`src/rtl/mbox_rx_pkg.sv`:
```
package mbox_rx_pkg;

  localparam int REG_AW      = 6;
  localparam int REG_DW      = 32;
  localparam int MSG_W       = 64;
  localparam int PTR_FIELD_W = 8;
  localparam int IRQ_SRC_W   = 5;

  // Register offsets; software decodes these, so they are fixed.
  localparam logic [REG_AW-1:0] OFS_CHAN     = 6'h00;
  localparam logic [REG_AW-1:0] OFS_MSG_LO   = 6'h04;
  localparam logic [REG_AW-1:0] OFS_MSG_HI   = 6'h08;
  localparam logic [REG_AW-1:0] OFS_POP      = 6'h0C;
  localparam logic [REG_AW-1:0] OFS_FIFO_RST = 6'h10;
  localparam logic [REG_AW-1:0] OFS_STATUS   = 6'h14;
  localparam logic [REG_AW-1:0] OFS_IRQ_ST   = 6'h18;
  localparam logic [REG_AW-1:0] OFS_IRQ_MSK  = 6'h1C;
  localparam logic [REG_AW-1:0] OFS_DEPTH    = 6'h24;

  typedef enum logic [3:0] {
    SEL_NONE,
    SEL_CHAN,
    SEL_LO,
    SEL_HI,
    SEL_STATUS,
    SEL_IRQ_ST,
    SEL_IRQ_MSK,
    SEL_DEPTH
  } rd_sel_e;

  function automatic rd_sel_e decode_rd(input logic [REG_AW-1:0] a);
    rd_sel_e s;
    case (a)
      OFS_CHAN:    s = SEL_CHAN;
      OFS_MSG_LO:  s = SEL_LO;
      OFS_MSG_HI:  s = SEL_HI;
      OFS_STATUS:  s = SEL_STATUS;
      OFS_IRQ_ST:  s = SEL_IRQ_ST;
      OFS_IRQ_MSK: s = SEL_IRQ_MSK;
      OFS_DEPTH:   s = SEL_DEPTH;
      default:     s = SEL_NONE;
    endcase
    return s;
  endfunction

endpackage

```
`src/rtl/mbox_rx_ram.sv`:
```
// Simple dual-port storage, synchronous write and registered read.
module mbox_rx_ram #(
  parameter int DEPTH = 8,
  parameter int WIDTH = 67,
  parameter int AW    = 3
) (
  input  logic             clk,
  input  logic             we,
  input  logic [AW-1:0]    waddr,
  input  logic [WIDTH-1:0] wdata,
  input  logic [AW-1:0]    raddr,
  output logic [WIDTH-1:0] rdata
);

  logic [WIDTH-1:0] mem [DEPTH];

  always_ff @(posedge clk) begin
    if (we) begin
      mem[waddr] <= wdata;
    end
    rdata <= mem[raddr];
  end

endmodule

```
`src/rtl/mbox_rx_ptrs.sv`:
```
// Read/write pointers with a separate full flag; wrap modulo DEPTH.
module mbox_rx_ptrs #(
  parameter int DEPTH = 8,
  parameter int IDX_W = 3
) (
  input  logic             clk,
  input  logic             rst,
  input  logic             srst,
  input  logic             push_req,
  input  logic             pop_req,
  output logic             push_acc,
  output logic             pop_acc,
  output logic [IDX_W-1:0] wptr,
  output logic [IDX_W-1:0] rptr,
  output logic             full,
  output logic             nonempty
);

  localparam logic [IDX_W-1:0] LAST = IDX_W'(DEPTH - 1);

  function automatic logic [IDX_W-1:0] bump(input logic [IDX_W-1:0] p);
    if (p == LAST) begin
      return '0;
    end
    return p + 1'b1;
  endfunction

  logic [IDX_W-1:0] wptr_inc;
  logic [IDX_W-1:0] rptr_inc;

  assign wptr_inc = bump(wptr);
  assign rptr_inc = bump(rptr);
  assign nonempty = full | (wptr != rptr);
  assign push_acc = push_req & ~full;
  assign pop_acc  = pop_req & nonempty;

  always_ff @(posedge clk) begin
    if (rst || srst) begin
      wptr <= '0;
      rptr <= '0;
      full <= 1'b0;
    end else begin
      if (push_acc) begin
        wptr <= wptr_inc;
      end
      if (pop_acc) begin
        rptr <= rptr_inc;
      end
      if (push_acc && !pop_acc) begin
        full <= (wptr_inc == rptr);
      end else if (pop_acc && !push_acc) begin
        full <= 1'b0;
      end
    end
  end

endmodule

```
`src/rtl/mbox_rx_irq.sv`:
```
// Interrupt mask register and sticky not-empty status.
module mbox_rx_irq #(
  parameter int SRC_W = 5
) (
  input  logic             clk,
  input  logic             rst,
  input  logic             nonempty,
  input  logic             mask_we,
  input  logic [SRC_W-1:0] mask_wdata,
  input  logic             clr,
  output logic [SRC_W-1:0] mask,
  output logic             pending
);

  always_ff @(posedge clk) begin
    if (rst) begin
      mask    <= '1;
      pending <= 1'b0;
    end else begin
      if (mask_we) begin
        mask <= mask_wdata;
      end
      // set has priority over clear so a held condition re-arms
      pending <= (pending & ~clr) | (nonempty & ~mask[0]);
    end
  end

endmodule

```
`src/rtl/mbox_rx_rdpath.sv`:
```
// Two-stage read path: snapshot and decode, then select.
module mbox_rx_rdpath
  import mbox_rx_pkg::*;
#(
  parameter int DEPTH = 8,
  parameter int IDX_W = 3,
  parameter int ID_W  = 3
) (
  input  logic                  clk,
  input  logic                  rst,
  input  logic                  rd_en,
  input  logic [REG_AW-1:0]     rd_addr,
  input  logic [ID_W+MSG_W-1:0] head,
  input  logic                  full,
  input  logic [IDX_W-1:0]      wptr,
  input  logic [IDX_W-1:0]      rptr,
  input  logic                  pending,
  input  logic [IRQ_SRC_W-1:0]  mask,
  output logic [REG_DW-1:0]     rdata,
  output logic                  rvalid
);

  localparam logic [REG_DW-1:0] DEPTH_WORD = REG_DW'(DEPTH - 1);

  rd_sel_e              s1_sel;
  logic                 s1_valid;
  logic [REG_DW-1:0]    s1_status;
  logic                 s1_pending;
  logic [IRQ_SRC_W-1:0] s1_mask;
  logic [REG_DW-1:0]    rd_mux;

  always_ff @(posedge clk) begin
    if (rst) begin
      s1_sel     <= SEL_NONE;
      s1_valid   <= 1'b0;
      s1_status  <= '0;
      s1_pending <= 1'b0;
      s1_mask    <= '0;
    end else begin
      s1_sel     <= decode_rd(rd_addr);
      s1_valid   <= rd_en;
      s1_status  <= {PTR_FIELD_W'(rptr), PTR_FIELD_W'(wptr), 15'd0, full};
      s1_pending <= pending;
      s1_mask    <= mask;
    end
  end

  always_comb begin
    case (s1_sel)
      SEL_CHAN:    rd_mux = REG_DW'(head[ID_W+MSG_W-1:MSG_W]);
      SEL_LO:      rd_mux = head[31:0];
      SEL_HI:      rd_mux = head[63:32];
      SEL_STATUS:  rd_mux = s1_status;
      SEL_IRQ_ST:  rd_mux = REG_DW'(s1_pending);
      SEL_IRQ_MSK: rd_mux = REG_DW'(s1_mask);
      SEL_DEPTH:   rd_mux = DEPTH_WORD;
      default:     rd_mux = '0;
    endcase
  end

  always_ff @(posedge clk) begin
    if (rst) begin
      rdata  <= '0;
      rvalid <= 1'b0;
    end else begin
      rdata  <= s1_valid ? rd_mux : '0;
      rvalid <= s1_valid;
    end
  end

endmodule

```
`src/rtl/mbox_rx_outbox.sv`:
```
module mbox_rx_outbox
  import mbox_rx_pkg::*;
#(
  parameter int DEPTH = 8,
  parameter int ID_W  = 3
) (
  input  logic              clk,
  input  logic              rst,
  input  logic              push_valid,
  input  logic [MSG_W-1:0]  push_data,
  input  logic [ID_W-1:0]   push_id,
  output logic              push_ready,
  input  logic              reg_wr_en,
  input  logic              reg_rd_en,
  input  logic [REG_AW-1:0] reg_addr,
  input  logic [REG_DW-1:0] reg_wdata,
  output logic [REG_DW-1:0] reg_rdata,
  output logic              reg_rvalid,
  output logic              irq
);

  localparam int IDX_W   = $clog2(DEPTH);
  localparam int ENTRY_W = ID_W + MSG_W;

  if (DEPTH < 2 || DEPTH > 256) begin : g_bad_depth
    $error("DEPTH must lie in 2..256");
  end

  logic                 pop_req;
  logic                 fifo_srst;
  logic                 irq_clr;
  logic                 mask_we;
  logic                 push_acc;
  logic                 pop_acc;
  logic [IDX_W-1:0]     wptr;
  logic [IDX_W-1:0]     rptr;
  logic                 full_q;
  logic                 fifo_nonempty;
  logic [ENTRY_W-1:0]   head;
  logic [IRQ_SRC_W-1:0] irq_mask;
  logic                 irq_pending;

  // write-side decode
  assign pop_req   = reg_wr_en && (reg_addr == OFS_POP) && reg_wdata[0];
  assign fifo_srst = reg_wr_en && (reg_addr == OFS_FIFO_RST) && (reg_wdata == '0);
  assign irq_clr   = reg_wr_en && (reg_addr == OFS_IRQ_ST) && reg_wdata[0];
  assign mask_we   = reg_wr_en && (reg_addr == OFS_IRQ_MSK);

  mbox_rx_ptrs #(
    .DEPTH (DEPTH),
    .IDX_W (IDX_W)
  ) i_ptrs (
    .clk      (clk),
    .rst      (rst),
    .srst     (fifo_srst),
    .push_req (push_valid),
    .pop_req  (pop_req),
    .push_acc (push_acc),
    .pop_acc  (pop_acc),
    .wptr     (wptr),
    .rptr     (rptr),
    .full     (full_q),
    .nonempty (fifo_nonempty)
  );

  mbox_rx_ram #(
    .DEPTH (DEPTH),
    .WIDTH (ENTRY_W),
    .AW    (IDX_W)
  ) i_ram (
    .clk   (clk),
    .we    (push_acc),
    .waddr (wptr),
    .wdata ({push_id, push_data}),
    .raddr (rptr),
    .rdata (head)
  );

  mbox_rx_irq #(
    .SRC_W (IRQ_SRC_W)
  ) i_irq (
    .clk        (clk),
    .rst        (rst),
    .nonempty   (fifo_nonempty),
    .mask_we    (mask_we),
    .mask_wdata (reg_wdata[IRQ_SRC_W-1:0]),
    .clr        (irq_clr),
    .mask       (irq_mask),
    .pending    (irq_pending)
  );

  mbox_rx_rdpath #(
    .DEPTH (DEPTH),
    .IDX_W (IDX_W),
    .ID_W  (ID_W)
  ) i_rd (
    .clk     (clk),
    .rst     (rst),
    .rd_en   (reg_rd_en),
    .rd_addr (reg_addr),
    .head    (head),
    .full    (full_q),
    .wptr    (wptr),
    .rptr    (rptr),
    .pending (irq_pending),
    .mask    (irq_mask),
    .rdata   (reg_rdata),
    .rvalid  (reg_rvalid)
  );

  assign push_ready = ~full_q;
  assign irq        = irq_pending;

endmodule

```
`config.mk`:
```
export PLATFORM = sky130hd
export DESIGN_NAME = mbox_rx_outbox
export DESIGN_NICKNAME = d
export VERILOG_FILES = /design/src/rtl/mbox_rx_pkg.sv /design/src/rtl/mbox_rx_ram.sv /design/src/rtl/mbox_rx_ptrs.sv /design/src/rtl/mbox_rx_irq.sv /design/src/rtl/mbox_rx_rdpath.sv /design/src/rtl/mbox_rx_outbox.sv
export SDC_FILE = /design/constraint.sdc
export NUM_CORES = 1
export LEC_CHECK = 0
export BUFFER_PORTS_ARGS = -buffer_cell sky130_fd_sc_hd__buf_2
export CAP_MARGIN = 20
export CORE_AREA = 3 3 216 218
export DETAILED_ROUTE_END_ITERATION = 10
export DIE_AREA = 0 0 219 221
export HOLD_SLACK_MARGIN = 0.06
export PLACE_DENSITY = 0.78
export SYNTH_ARGS = -nofsm -noshare
export SYNTH_HDL_FRONTEND = slang
export SYNTH_SLANG_ARGS = --single-unit
```
`constraint.sdc`:
```
create_clock -name clk -period 7.8 [get_ports clk]
set_clock_uncertainty 0.15 [all_clocks]
set_input_delay 0.78 -clock clk [delete_from_list [all_inputs] [get_ports clk]]
set_output_delay 0.78 -clock clk [all_outputs]
set_load 0.03 [all_outputs]
```
# Word level (Yosys, flattened, before mapping)

Memories as Yosys holds them, arrays and structs flattened. A register that Yosys moved wholly into a read port is not among the register bits.
Index checks and enable logic that the tools add are counted.

Word-level logic and storage cells: 73
Bits in registers: 89
Bits in writable memories: 536
Memories: 1

Mux-type cells: 12
Bitwise operators: 10
Equal/unequal tests: 19
Reduce and logical (&&, ||, !) cells: 16
$add $sub $neg: 2

Memory list:

| name      | depth | width | rd ports | clocked after Yosys merged registers in | wr ports | line              | text |
|---|---|---|---|---|---|---|---|
| i_ram.mem | 8     | 67    | 1        | 1                                       | 1        | mbox_rx_ram.sv:15 | `logic [WIDTH-1:0] mem [DEPTH];` |

Operator list:

| operator                                      | count |
|---|---|
| case mux 32 bit (7 select lines)              | 1 |
| zero test 32 bit                              | 1 |
| == test 6 x 5 -> 1 bit, second input constant | 4 |
| case mux 3 bit (7 select lines)               | 1 |
| == test 4 x 3 -> 1 bit, second input constant | 4 |
| == test 6 x 4 -> 1 bit, second input constant | 2 |
| two-way mux 3 bit                             | 4 |
| logical AND 1 bit                             | 9 |
| == test 4 x 2 -> 1 bit, second input constant | 2 |
| adder 3 x 1 -> 3 bit, second input constant   | 2 |
| == test 3 bit, second input constant          | 2 |
| == test 6 x 3 -> 1 bit, second input constant | 1 |
| == test 6 bit, second input constant          | 1 |
| zero test 6 bit                               | 1 |
| two-way mux 1 bit                             | 6 |
| bitwise AND 1 bit                             | 4 |
| == test 4 x 1 -> 1 bit, second input constant | 1 |
| inverter 1 bit                                | 4 |
| == test 3 bit                                 | 1 |
| != test 3 bit                                 | 1 |
| zero test 1 bit                               | 2 |
| OR 1 bit                                      | 2 |
| nonzero test 2 bit                            | 1 |
| OR reduction 2 bit                            | 1 |
| logical OR 1 bit                              | 1 |

# Longest topological paths before layout

Gate-level depths: netlist of run 1.

Depth after elaboration: 7
Gate-level depth with buffers: 8
Gate-level depth less buffers: 7

# Modules after synthesis

Synthesis of run 1 repeated with hierarchy kept, for this count alone.

Cells, all modules: 1140
Area total of the unflattened synthesis: 24582.3 sq um

By module, submodules not included:

| module         | area an instance (sq um) | sequential area each (sq um) | cells an instance | instances |
|---|---|---|---|---|
| mbox_rx_ram    | 21839.7                  | 17436.7                      | 854               | 1 |
| mbox_rx_rdpath | 1940.6                   | 1001.0                       | 202               | 1 |
| mbox_rx_ptrs   | 422.9                    | 140.1                        | 42                | 1 |
| mbox_rx_irq    | 236.5                    | 120.1                        | 20                | 1 |
| mbox_rx_outbox | 142.6                    | 0.0                          | 22                | 1 |

# Worst setup path after synthesis of run 1

No wires, ideal clock.

Path type: input port to flip-flop
Start point: input port push_valid
End point: memory i_ram.mem[0][0] (enable)
Cell stages on the path: 2
Library setup time: 0.657 ns
Setup slack: -0.299 ns
Arrival time: 7.291 ns
Data required time: 6.993 ns
Cells stage by stage: nand2_1 nor4_1

Word-level cells in the longest chain between the ends: 3

Ends and longest elaborated chain:

| item                                    | line                | text |
|---|---|---|
| start, declared                         | mbox_rx_outbox.sv:9 | `input logic push_valid,` |
| bitwise AND 1 bit                       | mbox_rx_ptrs.sv:34  | `assign push_acc = push_req & ~full;` |
| two-way mux 1 bit                       | mbox_rx_ram.sv:18   | `if (we) begin` |
| two-way mux 1 bit (implied by the code) | mbox_rx_ram.sv:19   | `mem[waddr] <= wdata;` |
| end, declared                           | mbox_rx_ram.sv:15   |  |

Every way passes these cells.

# Worst setup path in the final report of run 1

Start point: register i_ptrs.full
End point: memory i_ram.mem[5][13] (enable)

Word-level cells in the longest chain between the ends: 4

Ends and longest elaborated chain:

| item                                    | line               | text |
|---|---|---|
| start, declared                         | mbox_rx_ptrs.sv:15 | `output logic full,` |
| start signal, assigned                  | mbox_rx_ptrs.sv:50 | `full <= (wptr_inc == rptr);` |
| inverter 1 bit                          | mbox_rx_ptrs.sv:34 |  |
| bitwise AND 1 bit                       | mbox_rx_ptrs.sv:34 |  |
| net i_ptrs.push_acc                     | mbox_rx_ptrs.sv:11 | `output logic push_acc,` |
| two-way mux 1 bit                       | mbox_rx_ram.sv:18  |  |
| two-way mux 1 bit (implied by the code) | mbox_rx_ram.sv:19  |  |

The timed path passes the listed nets, and every way through them passes these cells.

==> results of run 1 <==
layer usage:
layer  vias to the layer above  share of wire
met1                      5876           0.39
met4                        12          0.023
li1                       4948              -
met5                         -         0.0016
met3                        84          0.070
met2                       416           0.51
path summary, 6_finish.rpt:
path                                      start               end  slack (ns)  cells after the start
worst min register to register  i_ram.rdata[65]     i_rd.rdata[1]        0.30                      2
worst max-delay path                i_ptrs.full  i_ram.mem[5][13]        4.70                      6
worst min-delay path               reg_wdata[3]     i_irq.mask[3]        0.24                      2
worst max register to register      i_ptrs.full  i_ram.mem[5][13]        4.70                      6
logic make-up after synthesis:
| family | after synthesis | synth area share |
|---|---|---|
| AND/OR/NAND/NOR | 132 | 0.0283 |
| adder cells (fa/ha/maj) | 5 | 0.00260 |
| XOR/XNOR | 5 | 0.00182 |
| flip-flops | 666 | 0.776 |
| buffers and inverters | 56 | 0.00956 |
| multiplexers | 233 | 0.170 |
| AO/OA/AOI/OAI | 43 | 0.0113 |
area by class of cell:
cell class,instances,area [um2],share of cell area
sequential,666,18700,0.675
multi-input combinational,418,5220,0.188
clock buffer,82,1740,0.0627
timing repair buffer,162,868,0.0313
tap,600,751,0.0271
clock inverter,32,433,0.0156
inverter,3,11.3,0.000406
antenna,4,10.0,0.000361
layout by cell type (no fill, tap or decap), types with 6 or more instances in the layout:
cell type,instances
mux2i_1,29
clkbuf_16,65
clkinv_2,11
a211o_1,6
a21oi_1,21
dfxtp_1,126
clkbuf_1,12
bufinv_16,9
nor2b_1,22
edfxtp_1,536
mux2_2,70
mux4_2,134
nand2b_1,9
buf_2,144
nor4_1,7
nand2_1,16
buf_4,17
nor2_1,45
power groups by stage:
stage	registers, uW	clock network [uW]	logic (uW)
2_1_floorplan	4030	0	106
3_3_place_gp	4030	0	199
3_5_place_dp	4040	0	209
4_1_cts	3960	3200	211
5_1_grt	3960	3330	227
6_report	3960	3140	209
sequential cells by signal (all words and copies together) (netlist names), 3 cells and up:
name and cells:
i_irq.mask 5, i_ram.rdata 67, i_ram.mem 536, i_rd.s1_status 7
i_rd.s1_sel 3, i_rd.s1_mask 5, i_ptrs.wptr 3, i_ptrs.rptr 3
i_rd.rdata 32
through the flow:
stage,total power (uW),util,setup slack [ns],instances,instance area [um2]
after floorplan,4130,-,1.32,1140,24100
after global placement,4230,0.567,4.31,1849,25600
after detailed placement,4240,0.567,4.24,1849,25600
after CTS,7370,0.615,4.70,1963,27700
after global routing,7520,0.615,4.52,1965,27700
final,7310,0.615,4.70,1967,27700
==> results.json, run 1 <==
{
  "grt_usage": 0.200,
  "wl_mm": 48.2,
  "dieArea_mm2": 0.0484,
  "synth_largest_area_cell": "edfxtp_1",
  "combPwrFrac": 0.029,
  "hold_viol": 0,
  "p_per_area_mw_per_mm2": 264,
  "critPathMaxFanout": 51,
  "synthFlopType": "edfxtp_1",
  "cp_slowest_stage_delay_ns": 0.78,
  "ys_seq_elements": 666,
  "relSlewSlack": 0.274,
  "syn-cell-area_mm2": 0.0241,
  "io_pins": 145,
  "cts_tree": "yes",
  "synth_edf_count": 536,
  "die_h_um": 221,
  "first_pass_iters": 6,
  "clockRootBuffer": "clkbuf_16",
  "criticalPathCategory": "flop to flop",
  "fmax_mhz": 322,
  "rsz0062_at_grt": "false",
  "port-buffer-count": 144,
  "cp-start-kind": "flop",
  "grt.met3_usage": 0.0441,
  "ir_drop_uv": 222,
  "synthTopCellsByArea": "edfxtp_1, mux4_2, dfxtp_1",
  "clkSlewWorstSetupHoldPaths_ns": 0.06,
  "cpMaxStageDelayCell": "buf_4",
  "async_flop_share": 0,
  "wl_per_cell_um": 24.5,
  "viasPerCell": 5.76,
  "clockPowerShare": 0.430,
  "status": "completed",
  "cts_buffers": 60,
  "p_int_uw": 5880,
  "cts_resized": 0,
  "p_sw_uw": 1430,
  "antenna_found_initial": 9,
  "rows": 78,
  "synth.top_cell.area_share": 0.668,
  "drc": 0,
  "grt_busiest_layer": "met2",
  "tightest_slew_ns": 1.09,
  "layout-drive-gt1-share": 0.352,
  "dp_hpwl_mm": 26.5,
  "cts_hold_buf": 0,
  "finalCritPeriodShare": 0.398,
  "vias": 11336,
  "grt.met2_usage": 0.335,
  "overflow": 0,
  "grt_pass1_vias": 11896,
  "insertion_delay_ns": 0.62,
  "slew_viol_final": 0,
  "required_ns": 7.89,
  "syn_avg_cell_area_um2": 21.1,
  "setup_violations": 0,
  "synth_common_cells": "edfxtp_1, mux4_2, dfxtp_1",
  "grt_max_degree": 111,
  "drtIter0Drc": 1004,
  "synth-seq-area-share": 0.776,
  "swShare": 0.196,
  "grt_first_pass_wirelength_mm": 72.7,
  "min_path_type": "input port to flop",
  "yosysMostFrequentCell": "edfxtp_1",
  "critPathTopFamily": "buffers and inverters",
  "met1_usage": 0.270,
  "die-width_um": 219,
  "fin_tns_setup_ns": 0,
  "drtAntennaViolNets": 0,
  "ys.warnings.count": 0,
  "syn_to_final_growth_pct": 15.2,
  "yosysUniqueCellTypes": 44,
  "syn_inst": 1140,
  "end_kind": "flop",
  "syn_nets": 1255,
  "critPathArrivalTime_ns": 3.19,
  "finalCriticalPeriod_ns": 3.10,
  "whs_ns": 0.242,
  "clk_path_buf_depth": 3,
  "fillers": 3056,
  "fin_nets": 1426,
  "core_mm2": 0.0451,
  "seqPwrFrac": 0.541,
  "p_leak_uw": 0.00906,
  "post_cts_buffers": 0,
  "cts.sinks": 666,
  "cts-htree-levels": 2,
  "drv_cap": 0,
  "cp_cell_sequence": "inv_1 -> nand2_1 -> inv_1 -> nand2_1 -> nor2_4 -> buf_4",
  "place.gp.congestion": 0.763,
  "start_util": 0.534,
  "path_buf_inv": 3
}
Power figures use the tool's default switching activity.
==> run 2: changes to the inputs <==
--- a/config.mk
+++ b/config.mk
@@ -7,11 +7,11 @@
 export LEC_CHECK = 0
 export BUFFER_PORTS_ARGS = -buffer_cell sky130_fd_sc_hd__buf_2
 export CAP_MARGIN = 20
-export CORE_AREA = 3 3 216 218
+export CORE_AREA = 3 3 214 216
 export DETAILED_ROUTE_END_ITERATION = 10
-export DIE_AREA = 0 0 219 221
+export DIE_AREA = 0 0 217 219
 export HOLD_SLACK_MARGIN = 0.06
-export PLACE_DENSITY = 0.78
+export PLACE_DENSITY = 0.76
 export SYNTH_ARGS = -nofsm -noshare
 export SYNTH_HDL_FRONTEND = slang
 export SYNTH_SLANG_ARGS = --single-unit
==> constraint.sdc (replaced) <==
create_clock -name clk -period 3.05 [get_ports clk]
set_clock_uncertainty 0.15 [all_clocks]
set_input_delay 0.305 -clock clk [delete_from_list [all_inputs] [get_ports clk]]
set_output_delay 0.305 -clock clk [all_outputs]
set_load 0.03 [all_outputs]
==> results.json, run 2 (synthesis results as in run 1) <==
{
  "fin_tns_setup_ns": 0,
  "reg2reg_depth": 7,
  "top_register": "i_ram.mem",
  "grt_usage": 0.210,
  "crit_top_cell": "dlygate4sd3_1",
  "insertion_delay_ns": 0.59,
  "setup_violations": 0,
  "fmax_mhz": 405,
  "relSlewSlack": 0.340,
  "cp_cell_sequence": "dlygate4sd3_1 -> buf_2 -> or3_1 -> dlygate4sd3_1 -> nor2_1 -> dlygate4sd3_1",
  "ir_drop_uv": 569,
  "tightest_slew_ns": 0.990,
  "crit_start": "rst",
  "cp-start-kind": "input port",
  "fin_nets": 1523,
  "wl_per_cell_um": 23.8,
  "cp_slowest_stage_delay_ns": 0.60,
  "final_common_cell": "edfxtp_1",
  "cts_tree": "yes",
  "core_mm2": 0.0441,
  "first_pass_iters": 5,
  "die_h_um": 219,
  "clk_path_buf_depth": 3,
  "drtAntennaViolNets": 0,
  "layout_common_cells": "edfxtp_1, buf_2, mux4_2, dfxtp_1, dlygate4sd3_1",
  "vias": 11699,
  "swShare": 0.198,
  "layout.cells.non_filler": 2057,
  "finalCriticalPeriod_ns": 2.47,
  "reg2reg_slack_ns": 0.59,
  "slew_viol_final": 0,
  "drc": 0,
  "min_path_type": "input port to flop",
  "critPathTopFamily": "buffers and inverters",
  "timing.rr.start": "i_ptrs.rptr[2]",
  "path_buf_inv": 4,
  "cts.sinks": 666,
  "dp_hpwl_mm": 26.3,
  "cts-htree-levels": 3,
  "hold_viol": 0,
  "p_sw_uw": 3690,
  "die-width_um": 217,
  "place.gp.congestion": 0.812,
  "grt_max_degree": 113,
  "rr_endpoint": "i_ptrs.full",
  "fillers": 2914,
  "reg_top3": "i_ram.mem x536, i_ram.rdata x67, i_rd.rdata x32",
  "critPathArrivalTime_ns": 2.82,
  "endpoint": "i_rd.s1_sel[0]",
  "start_util": 0.546,
  "port-buffer-count": 144,
  "layout-drive-gt1-share": 0.330,
  "largest_reg_flops": 536,
  "antenna_found_initial": 3,
  "dieArea_mm2": 0.0475,
  "status": "completed",
  "overflow": 0,
  "clockRootBuffer": "clkbuf_16",
  "seqPwrFrac": 0.544,
  "dp_cells": 1847,
  "wl_mm": 49.0,
  "p_leak_uw": 0.00945,
  "cts_buffers": 67,
  "end_kind": "flop",
  "rows": 77,
  "viasPerCell": 5.69,
  "grt_first_pass_wirelength_mm": 74.4,
  "io_pins": 145,
  "required_ns": 3.41,
  "drtIter0Drc": 1055,
  "rsz0062_at_grt": "false",
  "cpMaxStageDelayCell": "dlygate4sd3_1",
  "drv_cap": 0,
  "clockPowerShare": 0.421,
  "p_int_uw": 14900,
  "crit_cells": 6,
  "grt_pass1_vias": 12406,
  "critPathMaxFanout": 23,
  "clkSlewWorstSetupHoldPaths_ns": 0.06,
  "finalCritPeriodShare": 0.809,
  "p_per_area_mw_per_mm2": 647,
  "criticalPathCategory": "input port to flop",
  "syn_to_final_growth_pct": 19.4,
  "combPwrFrac": 0.035,
  "post_cts_buffers": 0
}
run 2: worst min path at each step:
stage                          startpoint              end  depth (start not counted)
after detailed placement  i_ram.rdata[66]    i_rd.rdata[2]                          2
after CTS                     reg_addr[0]   i_ptrs.rptr[2]                          5
after global placement    i_ram.rdata[66]    i_rd.rdata[2]                          2
final                         reg_addr[0]   i_ptrs.rptr[2]                          5
after floorplan              push_data[0]  i_ram.mem[0][0]                          0
after global routing          reg_addr[0]   i_ptrs.rptr[2]                          5
run 2: cell type report:
| class | instances | area, um2 | share of cell area |
|---|---|---|---|
| flip-flops and latches | 666 | 18700 | 0.651 |
| multi-input cells | 418 | 5260 | 0.183 |
| repair buffers | 252 | 1900 | 0.0662 |
| clock buffers | 98 | 1890 | 0.0656 |
| well taps | 592 | 741 | 0.0258 |
| clock inverters | 26 | 231 | 0.00805 |
| inverters | 3 | 18.8 | 0.000653 |
| diodes | 2 | 5.00 | 0.000174 |
run 2: what timing repair did:
item                                   4_1_cts  5_1_grt
resized for setup                            0        0
endpoints found under the hold margin      562        0
hold buffers                                84        0
run 2: power by group through the flow:
stage / sequential [uW] / combinational [uW] / clock, uW
2_1_floorplan: 10300 / 284 / 0
3_5_place_dp: 10300 / 547 / 0
4_1_cts: 10100 / 645 / 8010
3_3_place_gp: 10300 / 526 / 0
6_report: 10100 / 643 / 7850
5_1_grt: 10100 / 697 / 8340
run 2: stage by stage:
step,hold WS (ns),cell area (um2),setup WS [ns],util,total power [uW]
finish,0.116,28800,0.583,0.652,18600
global route,0.142,28800,0.456,0.652,19200
CTS,0.0615,28800,0.590,0.652,18800
detailed placement,0.303,25800,0.597,0.585,10900
global placement,0.301,25800,0.608,0.585,10800
floorplan,0.254,24200,-0.263,-,10600
run 2: worst register-to-register path: cells and delay by family (launching register included):
family / cells / cell delay (ns)
buffers and inverters: 1 / 0.15
AND/OR/NAND/NOR: 2 / 0.54
AO/OA/AOI/OAI: 2 / 0.36
flip-flops: 1 / 0.63
adder cells (fa/ha/maj): 1 / 0.32
XOR/XNOR: 1 / 0.21
run 2: metal layers:
metal / GRT usage / vias to the layer above / routed length, um
li1: - / 5156 / -
met1: 0.284 / 6047 / 20300
met2: 0.351 / 405 / 24700
met3: 0.0345 / 89 / 2590
met4: 0.0757 / 2 / 1420
met5: 0 / - / 7
==> run 3: changes to the inputs <==
--- a/config.mk
+++ b/config.mk
@@ -7,11 +7,11 @@
 export LEC_CHECK = 0
 export BUFFER_PORTS_ARGS = -buffer_cell sky130_fd_sc_hd__buf_2
 export CAP_MARGIN = 20
-export CORE_AREA = 3 3 214 216
+export CORE_AREA = 3 3 216 218
 export DETAILED_ROUTE_END_ITERATION = 10
-export DIE_AREA = 0 0 217 219
+export DIE_AREA = 0 0 219 221
 export HOLD_SLACK_MARGIN = 0.06
-export PLACE_DENSITY = 0.76
+export PLACE_DENSITY = 0.78
 export SYNTH_ARGS = -nofsm -noshare
 export SYNTH_HDL_FRONTEND = slang
 export SYNTH_SLANG_ARGS = --single-unit
==> constraint.sdc (replaced) <==
create_clock -name clk -period 2.1 [get_ports clk]
set_clock_uncertainty 0.15 [all_clocks]
set_input_delay 0.21 -clock clk [delete_from_list [all_inputs] [get_ports clk]]
set_output_delay 0.21 -clock clk [all_outputs]
set_load 0.03 [all_outputs]
==> results.json, run 3 (synthesis results as in run 1) <==
{
  "grt_usage": 0.220,
  "clkSlewWorstSetupHoldPaths_ns": 0.06,
  "start_util": 0.534,
  "hold_viol": 0,
  "drtAntennaViolNets": 0,
  "cp_cell_sequence": "dlygate4sd3_1 -> buf_2 -> nand2_1 -> nor3_4 -> clkdlybuf4s15_2 -> buf_4 -> a211o_1 -> dlygate4sd3_1",
  "io_pins": 145,
  "wl_per_cell_um": 24.8,
  "critPathMaxFanout": 8,
  "vias": 12193,
  "grt_first_pass_wirelength_mm": 79.3,
  "finalCriticalPeriod_ns": 2.07,
  "grt_max_degree": 72,
  "rsz0062_at_grt": "true",
  "cp-start-kind": "input port",
  "total_power_uw": 27900,
  "port-buffer-count": 144,
  "cp_slowest_stage_delay_ns": 0.56,
  "viasPerCell": 5.79,
  "overflow": 0,
  "critPathTopFamily": "buffers and inverters",
  "p_leak_uw": 0.00986,
  "ir_drop_uv": 806,
  "wl_mm": 52.3,
  "cpMaxStageDelayCell": "dlygate4sd3_1",
  "setup_violations": 0,
  "dp_hpwl_mm": 28.8,
  "clockRootBuffer": "clkbuf_16",
  "dieArea_mm2": 0.0484,
  "required_ns": 2.39,
  "layout_common_cells": "edfxtp_1, buf_2, mux4_2, dfxtp_1, dlygate4sd3_1",
  "slew_viol_final": 0,
  "top_register": "i_ram.mem",
  "p_per_area_mw_per_mm2": 942,
  "cts-htree-levels": 3,
  "insertion_delay_ns": 0.58,
  "cts.sinks": 666,
  "first_pass_iters": 5,
  "rows": 78,
  "fin_tns_setup_ns": 0,
  "final_common_cell": "edfxtp_1",
  "end_kind": "flop",
  "largest_reg_flops": 536,
  "critPathArrivalTime_ns": 2.36,
  "place.gp.congestion": 0.767,
  "clk_path_buf_depth": 3,
  "tightest_slew_ns": 0.683,
  "fin_util": 0.658,
  "fin_nets": 1568,
  "drc": 0,
  "cts_buffers": 66,
  "antenna_found_initial": 3,
  "grt_pass1_vias": 13001,
  "finalCritPeriodShare": 0.987,
  "crit_top_cell": "dlygate4sd3_1",
  "die-width_um": 219,
  "die_h_um": 221,
  "cts_tree": "yes",
  "path_buf_inv": 5,
  "syn_to_final_growth_pct": 23.1,
  "drtIter0Drc": 1053,
  "criticalPathCategory": "input port to flop",
  "drv_cap": 0,
  "layout-drive-gt1-share": 0.358,
  "fmax_mhz": 483,
  "reg_top3": "i_ram.mem x536, i_ram.rdata x67, i_rd.rdata x32",
  "core_mm2": 0.0451,
  "relSlewSlack": 0.544,
  "status": "completed",
  "min_path_type": "input port to flop"
}
-- run 3: cell types whose count changed in the layout (fill, tap and decap cells not counted), sizes merged, moves of 4 or more --
cell / before / now
inv: 9 / 5
buf: 168 / 205
bufinv: 3 / 8
dlygate4sd3: 84 / 91
clkbuf: 98 / 92
-- run 3: where the power goes --
part	leakage, uW	switching (uW)	internal [uW]
clock network	0.00113	4740	7490
logic	0.00279	533	480
registers	0.00595	124	14600
-- run 3: metal layers --
metal	wire length (um)	GRT usage
met4	1580	0.0769
met2	27100	0.373
met3	3310	0.0382
met1	20300	0.289
met5	13	0
-- run 3: stage by stage --
| step | setup slack, ns | hold WS (ns) | area (um2) | instances |
|---|---|---|---|---|
| floorplan | -1.21 | 0.159 | 24200 | 1140 |
| global placement | -0.0577 | 0.280 | 26300 | 1891 |
| detailed placement | -0.0538 | 0.291 | 26300 | 1891 |
| CTS | 0.0136 | 0.0694 | 29500 | 2101 |
| global route | -0.0101 | 0.0925 | 29600 | 2105 |
| finish | 0.0276 | 0.0684 | 29700 | 2107 |
-- run 3: what timing repair did --
action / in CTS / in global routing
hold endpoints to repair: 567 / 1
gates resized for setup: 0 / 14
hold buffers: 91 / 2
endpoints found under the setup margin: 0 / 7
setup buffers: 0 / 2
-- run 3: layout make-up --
type	count	area, um2
Sequential cell	666	18700
Timing Repair Buffer	298	2550
Multi-Input combinational cell	418	5320
Fill cell	2835	15400
Inverter	3	18.8
Clock buffer	92	1950
Antenna cell	3	7.51
Tap cell	600	751
Clock inverter	27	337
-- run 3: worst min-delay path, stage by stage --
cell            delay [ns]
dlymetal6s4s_1        0.28
nand3b_1              0.16
a21oi_1               0.08
-- run 3: worst paths after layout --
path / to / cells after the start / slack [ns] / from
max: i_irq.mask[1] / 8 / 0.03 / reg_addr[2]
min: i_rd.s1_sel[2] / 3 / 0.07 / reg_addr[5]
max reg2reg: i_ram.rdata[16] / 4 / 0.03 / i_ptrs.rptr[1]
min reg2reg: i_rd.rdata[1] / 2 / 0.31 / i_ram.rdata[65]
